--- config.mk ---
export PLATFORM = sky130hd
export DESIGN_NAME = perf_counter_bank
export DESIGN_NICKNAME = d
export VERILOG_FILES = /design/src/rtl/perf_counter_pkg.sv /design/src/rtl/perf_counter_ctrl.sv /design/src/rtl/perf_event_mux.sv /design/src/rtl/perf_counter_dp.sv /design/src/rtl/perf_counter_bank.sv
export SDC_FILE = /design/constraint.sdc
export NUM_CORES = 1
export LEC_CHECK = 0
export BUFFER_PORTS_ARGS = -buffer_cell sky130_fd_sc_hd__buf_2
export CORE_UTILIZATION = 35
export CTS_CLUSTER_DIAMETER = 50
export DETAILED_ROUTE_END_ITERATION = 10
export PLACE_DENSITY = 0.56
export SETUP_SLACK_MARGIN = 0.15
export SYNTH_ARGS = -nofsm -noshare
export SYNTH_HDL_FRONTEND = slang
export SYNTH_SLANG_ARGS = --single-unit
--- constraint.sdc ---
create_clock -name clk -period 8.1 [get_ports clk]
set_input_delay 1.215 -clock clk [delete_from_list [all_inputs] [get_ports clk]]
set_output_delay 1.215 -clock clk [all_outputs]
set_load 0.005 [all_outputs]
--- src/rtl/perf_counter_pkg.sv ---
package perf_counter_pkg;

  localparam int PcNumCtr   = 4;
  localparam int PcCntW     = 64;
  localparam int PcSelW     = 8;
  localparam int PcNumPulse = 6;
  localparam int PcNumOcc   = 3;
  localparam int PcOccW     = 4;
  localparam int PcNumQuad  = 4;
  localparam int PcQuadW    = 3;
  localparam int PcIdxW     = $clog2(PcNumCtr);
  localparam int PcIncW     = (PcOccW > PcQuadW) ? PcOccW : PcQuadW;

  // Event code map
  localparam int EvNone      = 0;
  localparam int EvCycle     = 1;
  localparam int EvPulseBase = 2;
  localparam int EvOccBase   = EvPulseBase + PcNumPulse;
  localparam int EvQuadBase  = 128;
  localparam int EvQuadStep  = 16;

  // Quadrant sub-event offsets
  localparam int QkIdxBus = 0;
  localparam int QkRdBus  = 1;
  localparam int QkBanks  = 2;
  localparam int QkWdat   = 3;

  typedef logic [PcNumCtr-1:0][PcSelW-1:0] selArray_t;
  typedef logic [PcNumCtr-1:0][PcCntW-1:0] cntArray_t;

  // Strobes from control to datapath
  typedef struct packed {
    logic [PcNumCtr-1:0] clearNow;
    logic                rdNow;
    logic [PcIdxW-1:0]   rdSel;
  } pcStrobe_t;

endpackage

--- src/rtl/perf_counter_ctrl.sv ---
module perf_counter_ctrl
  import perf_counter_pkg::*;
(
  input  logic              clk,
  input  logic              rstN,
  input  logic              cfgWe,
  input  logic [PcIdxW-1:0] cfgIdx,
  input  logic [PcSelW-1:0] cfgSel,
  input  logic              cfgClr,
  input  logic              rdEn,
  input  logic [PcIdxW-1:0] rdIdx,
  output selArray_t         selQ,
  output pcStrobe_t         strobe
);

  logic [PcNumCtr-1:0] clrOnRdQ;

  for (genvar i = 0; i < PcNumCtr; i++) begin : g_cfg
    always_ff @(posedge clk) begin
      if (!rstN) begin
        selQ[i]     <= '0;
        clrOnRdQ[i] <= 1'b0;
      end else if (cfgWe && (cfgIdx == PcIdxW'(i))) begin
        selQ[i]     <= cfgSel;
        clrOnRdQ[i] <= cfgClr;
      end
    end

    assign strobe.clearNow[i] = rdEn && (rdIdx == PcIdxW'(i)) && clrOnRdQ[i];
  end

  assign strobe.rdNow = rdEn;
  assign strobe.rdSel = rdIdx;

endmodule

--- src/rtl/perf_event_mux.sv ---
module perf_event_mux
  import perf_counter_pkg::*;
(
  input  logic [PcSelW-1:0]            sel,
  input  logic [PcNumPulse-1:0]        evPulse,
  input  logic [PcNumOcc*PcOccW-1:0]   evOcc,
  input  logic [PcNumQuad-1:0]         quadIdxBusy,
  input  logic [PcNumQuad-1:0]         quadRdBusy,
  input  logic [PcNumQuad*PcQuadW-1:0] quadBanks,
  input  logic [PcNumQuad*PcQuadW-1:0] quadWdat,
  output logic [PcIncW-1:0]            inc
);

  always_comb begin
    inc = '0;
    if (sel == PcSelW'(EvCycle)) begin
      inc = PcIncW'(1);
    end
    for (int j = 0; j < PcNumPulse; j++) begin
      if (sel == PcSelW'(EvPulseBase + j)) inc = PcIncW'(evPulse[j]);
    end
    for (int j = 0; j < PcNumOcc; j++) begin
      if (sel == PcSelW'(EvOccBase + j)) inc = PcIncW'(evOcc[j*PcOccW +: PcOccW]);
    end
    for (int q = 0; q < PcNumQuad; q++) begin
      if (sel == PcSelW'(EvQuadBase + EvQuadStep*q + QkIdxBus)) inc = PcIncW'(quadIdxBusy[q]);
      if (sel == PcSelW'(EvQuadBase + EvQuadStep*q + QkRdBus))  inc = PcIncW'(quadRdBusy[q]);
      if (sel == PcSelW'(EvQuadBase + EvQuadStep*q + QkBanks))  inc = PcIncW'(quadBanks[q*PcQuadW +: PcQuadW]);
      if (sel == PcSelW'(EvQuadBase + EvQuadStep*q + QkWdat))   inc = PcIncW'(quadWdat[q*PcQuadW +: PcQuadW]);
    end
  end

endmodule

--- src/rtl/perf_counter_dp.sv ---
module perf_counter_dp
  import perf_counter_pkg::*;
(
  input  logic                         clk,
  input  logic                         rstN,
  input  pcStrobe_t                    strobe,
  input  selArray_t                    selQ,
  input  logic [PcNumPulse-1:0]        evPulse,
  input  logic [PcNumOcc*PcOccW-1:0]   evOcc,
  input  logic [PcNumQuad-1:0]         quadIdxBusy,
  input  logic [PcNumQuad-1:0]         quadRdBusy,
  input  logic [PcNumQuad*PcQuadW-1:0] quadBanks,
  input  logic [PcNumQuad*PcQuadW-1:0] quadWdat,
  output cntArray_t                    cntQ,
  output logic                         rdValid,
  output logic [PcCntW-1:0]            rdData
);

  for (genvar i = 0; i < PcNumCtr; i++) begin : g_ctr
    logic [PcIncW-1:0] inc;

    perf_event_mux u_mux (
      .sel         (selQ[i]),
      .evPulse     (evPulse),
      .evOcc       (evOcc),
      .quadIdxBusy (quadIdxBusy),
      .quadRdBusy  (quadRdBusy),
      .quadBanks   (quadBanks),
      .quadWdat    (quadWdat),
      .inc         (inc)
    );

    always_ff @(posedge clk) begin
      if (!rstN) begin
        cntQ[i] <= '0;
      end else if (strobe.clearNow[i]) begin
        cntQ[i] <= PcCntW'(inc);
      end else begin
        cntQ[i] <= cntQ[i] + PcCntW'(inc);
      end
    end
  end

  always_ff @(posedge clk) begin
    if (!rstN) begin
      rdValid <= 1'b0;
      rdData  <= '0;
    end else begin
      rdValid <= strobe.rdNow;
      if (strobe.rdNow) rdData <= cntQ[strobe.rdSel];
    end
  end

endmodule

--- src/rtl/perf_counter_bank.sv ---
module perf_counter_bank
  import perf_counter_pkg::*;
(
  input  logic                         clk,
  input  logic                         rstN,
  input  logic                         cfgWe,
  input  logic [PcIdxW-1:0]            cfgIdx,
  input  logic [PcSelW-1:0]            cfgSel,
  input  logic                         cfgClr,
  input  logic                         rdEn,
  input  logic [PcIdxW-1:0]            rdIdx,
  output logic                         rdValid,
  output logic [PcCntW-1:0]            rdData,
  input  logic [PcNumPulse-1:0]        evPulse,
  input  logic [PcNumOcc*PcOccW-1:0]   evOcc,
  input  logic [PcNumQuad-1:0]         quadIdxBusy,
  input  logic [PcNumQuad-1:0]         quadRdBusy,
  input  logic [PcNumQuad*PcQuadW-1:0] quadBanks,
  input  logic [PcNumQuad*PcQuadW-1:0] quadWdat
);

  selArray_t selQ;
  cntArray_t cntQ;
  pcStrobe_t strobe;

  perf_counter_ctrl u_ctrl (
    .clk    (clk),
    .rstN   (rstN),
    .cfgWe  (cfgWe),
    .cfgIdx (cfgIdx),
    .cfgSel (cfgSel),
    .cfgClr (cfgClr),
    .rdEn   (rdEn),
    .rdIdx  (rdIdx),
    .selQ   (selQ),
    .strobe (strobe)
  );

  perf_counter_dp u_dp (
    .clk         (clk),
    .rstN        (rstN),
    .strobe      (strobe),
    .selQ        (selQ),
    .evPulse     (evPulse),
    .evOcc       (evOcc),
    .quadIdxBusy (quadIdxBusy),
    .quadRdBusy  (quadRdBusy),
    .quadBanks   (quadBanks),
    .quadWdat    (quadWdat),
    .cntQ        (cntQ),
    .rdValid     (rdValid),
    .rdData      (rdData)
  );

endmodule

==> impl_metrics.tcl, run 1 <==
set metrics [dict create \
    dp_slack_ns 2.903 \
    synth.most_common_cell "dfxtp_1" \
    drtIter0Drc 1355 \
    grt_antenna_before_repair 1 \
    max_stage_delay_ns 0.80 \
    slew_violations 0 \
    final_util_pct 41.27 \
    grt_pass1_vias 16540 \
    syn_nets 2360 \
    ys_ff_latch 357 \
    cts_max_level 2 \
    tightest_slew_ns 1.133 \
    cts_root_buffer "clkbuf_16" \
    hpwl_um 46740 \
    critical_path_class "reg2reg" \
    initial_core_util_pct 35.67 \
    cp_data_required_time_ns 8.61 \
    max_slew_margin_pct 23.47 \
    cap_violations 0 \
    fmax_mhz 208.2 \
    die_w_um 239.6 \
    setup_tns_ns 0 \
    cts_tree "yes" \
    ant_nets 0 \
    final_nets 2435 \
    post-route-min-period_ns 4.803 \
    synth_cells 2273 \
    setup_viol 0 \
    dr_total_vias 17550 \
    design.core.area_mm2 0.05542 \
    synth_cell_types 88 \
    timing.hold.ws_ns 0.4691 \
    finClkSkew_ns 0.02761 \
    post-cts-setup-buffers 0 \
    firstDrtPassIters 8 \
    async_reset_ff_share_pct 0 \
    grt.total_usage_pct 22.08 \
    clkPwrFrac_pct 53.0 \
    synth.area.top_cells "dfxtp_1 36%, mux4_2 7.9%, nor2_1 6.6%, mux2i_1 5.8%, xor2_1 4.4%" \
    slowest_stage "dfxtp_1" \
    synthTopCellsByCount "357 x dfxtp_1, 348 x nor2_1, 153 x nand2_1" \
    globalplace.congestion 0.9491 \
    path_clk_slew_ns 0.06 \
    cts.sinks 357 \
    power.density_mw_per_mm2 189.4 \
    fin_ws_ns 3.297 \
    path_cells "buf_4 > nor2b_1 > o2bb2ai_1 > nand3_1 > a21oi_1 > o22ai_1 > inv_1 > ha_1 > a21o_1 > a21oi_1 > o21a_1 > buf_4 > nand4b_1 > or4_1 > a21oi_1" \
    drive_gt1_share_pct 14.58 \
    vias_per_cell 5.597 \
    cp-end-kind "flop" \
    status "complete, no violations" \
    instances_no_fill 3136 \
    grt_remaining_overflow 0 \
    cp_max_fo 20 \
    grt_pass1_wl_um 98370 \
    yosys_warnings 0 \
    postCtsHoldBufs 0 \
    peakVddDrop_v 0.0001718 \
    hold_path.class "reg2reg" \
    p_int_mw 3.283 \
    min_period_over_period_pct 59.29 \
    combPwrFrac_pct 5.8 \
    power.switching_mw 1.049 \
    pwr-share-seq_pct 41.2 \
    clk_latency_ns 0.60 \
    synth_area_leader_cell "dfxtp_1" \
    wirelength_um 63970 \
    switching_share_pct 24.21 \
    grt_max_degree 57 \
    start_kind "flop" \
    synth_top_cell_area_share_pct 36.16 \
    netlist_area_mm2 0.01977 \
    die_height_um 239.6 \
    synth_area_per_cell_um2 8.696 \
    syn_to_final_growth_pct 15.70 \
    ys_seq_area_share_pct 36.16 \
    cts_buffers 50 \
    ctsResizeCount 0 \
    rsz0062_at_grt "no" \
    crit_arrival_ns 5.31 \
    wl_per_cell_um 20.40 \
    num_io_pins 132 \
    ys.flop_type "dfxtp_1" \
    finalHoldViolations 0 \
    drc 0 \
    placed_cells 3044 \
    die_area_mm2 0.05743 \
    n_fill_cell 5533 \
    io_buffers 131 \
    row_count 86 \
    synth_edf_count 0 \
    clock_path_buffers 3 \
    crit_top_cell "a21oi_1" \
    power_leakage_nw 8.102 \
]
==> kinds of logic after synthesis <==
group	count (synthesis)	share of synthesized area, %
AND/OR/NAND/NOR	1006	26.16
flip-flops	357	36.16
AO/OA/AOI/OAI	319	9.983
XOR/XNOR	195	8.641
buffers and inverters	188	3.646
multiplexers	188	14.00
adder cells (fa/ha/maj)	20	1.418
==> state kept, by name, summed over array words and instances (netlist names) <==
signal	flops
u_ctrl.clrOnRdQ	4
u_dp.cntQ	256
u_dp.rdValid	1
u_dp.rdData	64
u_ctrl.selQ	32
==> cell usage in the layout (no fill, tap or decap), types with 6 or more instances in the layout <==
cell and count:
clkinvlp_4 9, nor3b_1 9, nor4b_1 17, o21ai_0 86
and2_1 19, or3_1 48, mux2i_1 114, buf_2 128
dfxtp_1 357, nor2b_1 21, o21a_1 9, nor3_1 53
o31ai_1 11, xnor2_1 95, nor4_1 33, nand2_1 151
nand2b_1 10, a21oi_1 110, and4_1 29, clkbuf_16 50
nand4_1 74, a2bb2oi_1 6, nand3b_1 10, nand3_1 94
buf_4 30, a211oi_1 8, clkbuf_8 6, or4_1 10
ha_1 16, mux4_2 69, o22ai_1 12, nor2_1 348
xor2_1 100, bufinv_16 7, nand4b_1 7, clkinv_2 6
a21o_1 6, a31oi_1 8, and3_1 34, inv_1 51
==> cell type report <==
| class | count | area (um2) | area share, % |
|---|---|---|---|
| antenna | 1 | 2.502 | 0.01094 |
| clock inverter | 30 | 416.7 | 1.822 |
| timing repair buffer | 158 | 865.8 | 3.786 |
| tap | 748 | 935.9 | 4.093 |
| inverter | 53 | 200.2 | 0.8754 |
| multi-input combinational | 1728 | 11950 | 52.25 |
| sequential | 357 | 7147 | 31.25 |
| clock buffer | 61 | 1353 | 5.915 |
==> power by group through the flow <==
stage,Combinational [mW],Clock (mW),Sequential (mW)
3_5_place_dp,0.248,0,1.82
6_report,0.249,2.30,1.78
5_1_grt,0.269,2.43,1.79
2_1_floorplan,0.161,0,1.81
3_3_place_gp,0.247,0,1.82
4_1_cts,0.248,2.36,1.78
==> metrics by stage <==
step | instance area (um2) | power [mW]
4_1_cts | 22870 | 4.389
2_1_floorplan | 19770 | 1.973
3_5_place_dp | 21100 | 2.070
5_1_grt | 22870 | 4.486
6_report | 22870 | 4.331
3_3_place_gp | 21100 | 2.069
==> per-layer routing <==
layer / part of all wire (%) / up-vias / track usage [%]
met1: 46 / 8577 / 30.15
met5: 0 / - / 0
met3: 5.3 / 107 / 3.146
li1: - / 8369 / -
met2: 46 / 500 / 35.44
met4: 3.0 / 0 / 7.595
==> worst paths after layout <==
kind	start	end	slack, ns	cells after the start
worst min-delay path	u_ctrl.clrOnRdQ[2]	u_ctrl.clrOnRdQ[2]	0.47	2
worst min register to register	u_ctrl.clrOnRdQ[2]	u_ctrl.clrOnRdQ[2]	0.47	2
worst max register to register	u_ctrl.selQ[8]	u_dp.cntQ[127]	3.30	15
worst max-delay path	u_ctrl.selQ[8]	u_dp.cntQ[127]	3.30	15
==> worst max-delay path, delay by kind of cell (launching register included) <==
family / cells / cell delay, ns
simple gates: 4 / 1.66
flops: 1 / 0.80
fa+ha+maj: 1 / 0.13
buf+inv: 3 / 0.71
compound gates: 7 / 1.38
Note: power is estimated with default switching activity, not from simulation.
==> inputs of run 2 (changes only) <==
--- a/config.mk
+++ b/config.mk
@@ -9,7 +9,7 @@
 export CORE_UTILIZATION = 35
 export CTS_CLUSTER_DIAMETER = 50
 export DETAILED_ROUTE_END_ITERATION = 10
-export PLACE_DENSITY = 0.56
+export PLACE_DENSITY = 0.58
 export SETUP_SLACK_MARGIN = 0.15
 export SYNTH_ARGS = -nofsm -noshare
 export SYNTH_HDL_FRONTEND = slang
==> constraint.sdc (replaced) <==
create_clock -name clk -period 4.1 [get_ports clk]
set_input_delay 0.615 -clock clk [delete_from_list [all_inputs] [get_ports clk]]
set_output_delay 0.615 -clock clk [all_outputs]
set_load 0.005 [all_outputs]
==> impl_metrics.tcl, run 2 (same netlist as run 1, synthesis figures left out) <==
set metrics [dict create \
    clkPwrFrac_pct 49.6 \
    critical_path_class "reg2reg" \
    wl_per_cell_um 20.59 \
    diodes 0 \
    globalplace.congestion 1.006 \
    drive_gt1_share_pct 19.30 \
    wirelength_um 66260 \
    min_period_over_period_pct 93.24 \
    r2r-end "u_dp.cntQ[48]" \
    vias_per_cell 5.623 \
    total_power_mw 8.121 \
    tightest_slew_ns 1.078 \
    multi_input_area_mm2 0.01222 \
    p_int_mw 6.134 \
    cap_violations 0 \
    num_io_pins 132 \
    hold_start "cfgSel[1]" \
    slew_violations 0 \
    grt_antenna_before_repair 1 \
    power.density_mw_per_mm2 343.3 \
    cts_buffers 46 \
    seqCellArea_mm2 0.007159 \
    reg2reg_depth 14 \
    initial_core_util_pct 35.67 \
    hold_end "u_ctrl.selQ[17]" \
    hpwl_um 47800 \
    n_fill_cell 5505 \
    finalHoldViolations 0 \
    firstDrtPassIters 5 \
    cp_data_required_time_ns 4.60 \
    status "complete, no violations" \
    cts_tree "yes" \
    drc 0 \
    instances_no_fill 3219 \
    critical_path_buf_inv_count 2 \
    slowest_stage "or4_4" \
    timing.rr.start "u_ctrl.selQ[5]" \
    top_register "u_dp.cntQ" \
    r2r_setup_slack_ns 0.28 \
    rsz0062_at_grt "yes" \
    largest_reg_flops 256 \
    cts.sinks 357 \
    row_count 86 \
    fmax_mhz 261.6 \
    start_kind "flop" \
    hold_path.class "in2reg" \
    die_area_mm2 0.05743 \
    die_w_um 239.6 \
    syn_to_final_growth_pct 19.69 \
    pwr-share-seq_pct 43.4 \
    final_cell_mix "347 x nor2_1, 347 x dfxtp_1, 151 x nand2_1, 128 x buf_2, 117 x buf_4" \
    path_cells "or4_4 > or3b_4 > a2bb2oi_1 > o211ai_1 > a41o_1 > ha_2 > inv_2 > fa_2 > nor2b_2 > o21ai_2 > buf_6 > a211o_4 > or3_1 > a21oi_1" \
    largestRegisters "u_dp.cntQ (256), u_dp.rdData (64), u_ctrl.selQ (32)" \
    io_buffers 131 \
    grt_remaining_overflow 0 \
    clock_path_buffers 3 \
    max_slew_margin_pct 27.85 \
    crit_arrival_ns 4.32 \
    clk_latency_ns 0.58 \
    power.switching_mw 1.987 \
    combPwrFrac_pct 6.9 \
    post-route-min-period_ns 3.823 \
    cts_max_level 2 \
    setup_viol 0 \
    grt.total_usage_pct 22.81 \
    finClkSkew_ns 0.01820 \
    min_delay_path_depth 3 \
    placed_cells 3125 \
    ant_nets 0 \
    cp-end-kind "flop" \
    die_height_um 239.6 \
    power_leakage_nw 8.598 \
    path_clk_slew_ns 0.06 \
    drtIter0Drc 1403 \
    cp_max_fo 8 \
    grt_pass1_wl_um 101500 \
    final_nets 2526 \
    peakVddDrop_v 0.0002290 \
    max_stage_delay_ns 0.53 \
    grt_pass1_vias 17360 \
    design.core.area_mm2 0.05542 \
    crit_family "simple AND/OR/NAND/NOR gates" \
    cts_root_buffer "clkbuf_16" \
    dr_total_vias 18100 \
    setup_tns_ns 0 \
    switching_share_pct 24.47 \
    grt_max_degree 77 \
]
## run 2: cell count changes in the layout (fill, tap and decap cells not counted), sizes merged
| cell | before | now |
|---|---|---|
| a211o | 1 | 2 |
| buf | 158 | 252 |
| bufinv | 7 | 4 |
| clkinvlp | 9 | 3 |
| diode | 1 | 0 |
| inv | 56 | 54 |
## run 2: metal layers
metal | GRT usage (%) | up-vias | wire, um
met5 | 0 | - | 0
met4 | 8.061 | 0 | 2030
met3 | 3.884 | 125 | 4373
met2 | 35.95 | 624 | 30060
met1 | 31.21 | 8806 | 29800
li1 | - | 8545 | -
## run 2: area by class of cell
cell class	instances	area share [%]
Multi-Input combinational cell	1729	51.64
Sequential cell	357	30.26
Timing Repair Buffer	252	6.939
Clock buffer	61	5.358
Tap cell	748	3.956
Clock inverter	19	0.9996
Inverter	53	0.8462
## run 2: worst max-delay path by stage
stage,from,to,slack [ns],depth (start not counted)
4_1_cts,u_ctrl.selQ[6],u_dp.cntQ[30],0.13,16
3_5_place_dp,evPulse[5],u_dp.cntQ[174],-0.13,17
3_3_place_gp,evPulse[5],u_dp.cntQ[166],-0.03,17
6_report,u_ctrl.selQ[5],u_dp.cntQ[48],0.28,14
2_1_floorplan,u_ctrl.selQ[4],u_dp.cntQ[52],0.30,16
5_1_grt,u_ctrl.selQ[5],u_dp.cntQ[62],0.12,15
## run 2: timing repair
action	CTS	global route
resized for setup	18	53
hold buffers	0	0
pin swaps	1	14
setup buffers	6	6
cloned	1	1
setup endpoints to repair	49	133
## run 2: power by group through the flow
stage	Clock (mW)	Sequential (mW)	Combinational (mW)
after floorplan	0	3.58	0.317
after global placement	0	3.60	0.541
after detailed placement	0	3.60	0.545
after CTS	4.13	3.52	0.550
after global routing	4.28	3.53	0.601
final	4.03	3.53	0.564
## run 2: stage by stage
| stage | instance area, um2 | hold WS, ns | worst slack [ns] | utilization (%) |
|---|---|---|---|---|
| after floorplan | 19770 | 0.4366 | 0.2964 | - |
| after global placement | 21760 | 0.4515 | -0.03146 | 39.27 |
| after detailed placement | 21760 | 0.4547 | -0.1313 | 39.27 |
| after CTS | 23380 | 0.3694 | 0.1295 | 42.19 |
| after global routing | 23660 | 0.3677 | 0.1240 | 42.69 |
| final | 23660 | 0.3926 | 0.2770 | 42.69 |
## run 2: worst register-to-register path: cells and delay by family (launching register included)
kind            cells  cell delay (ns)
compound gates      6             1.26
fa+ha+maj           2             0.59
buf+inv             2             0.18
flops               1             0.34
simple gates        4             1.40
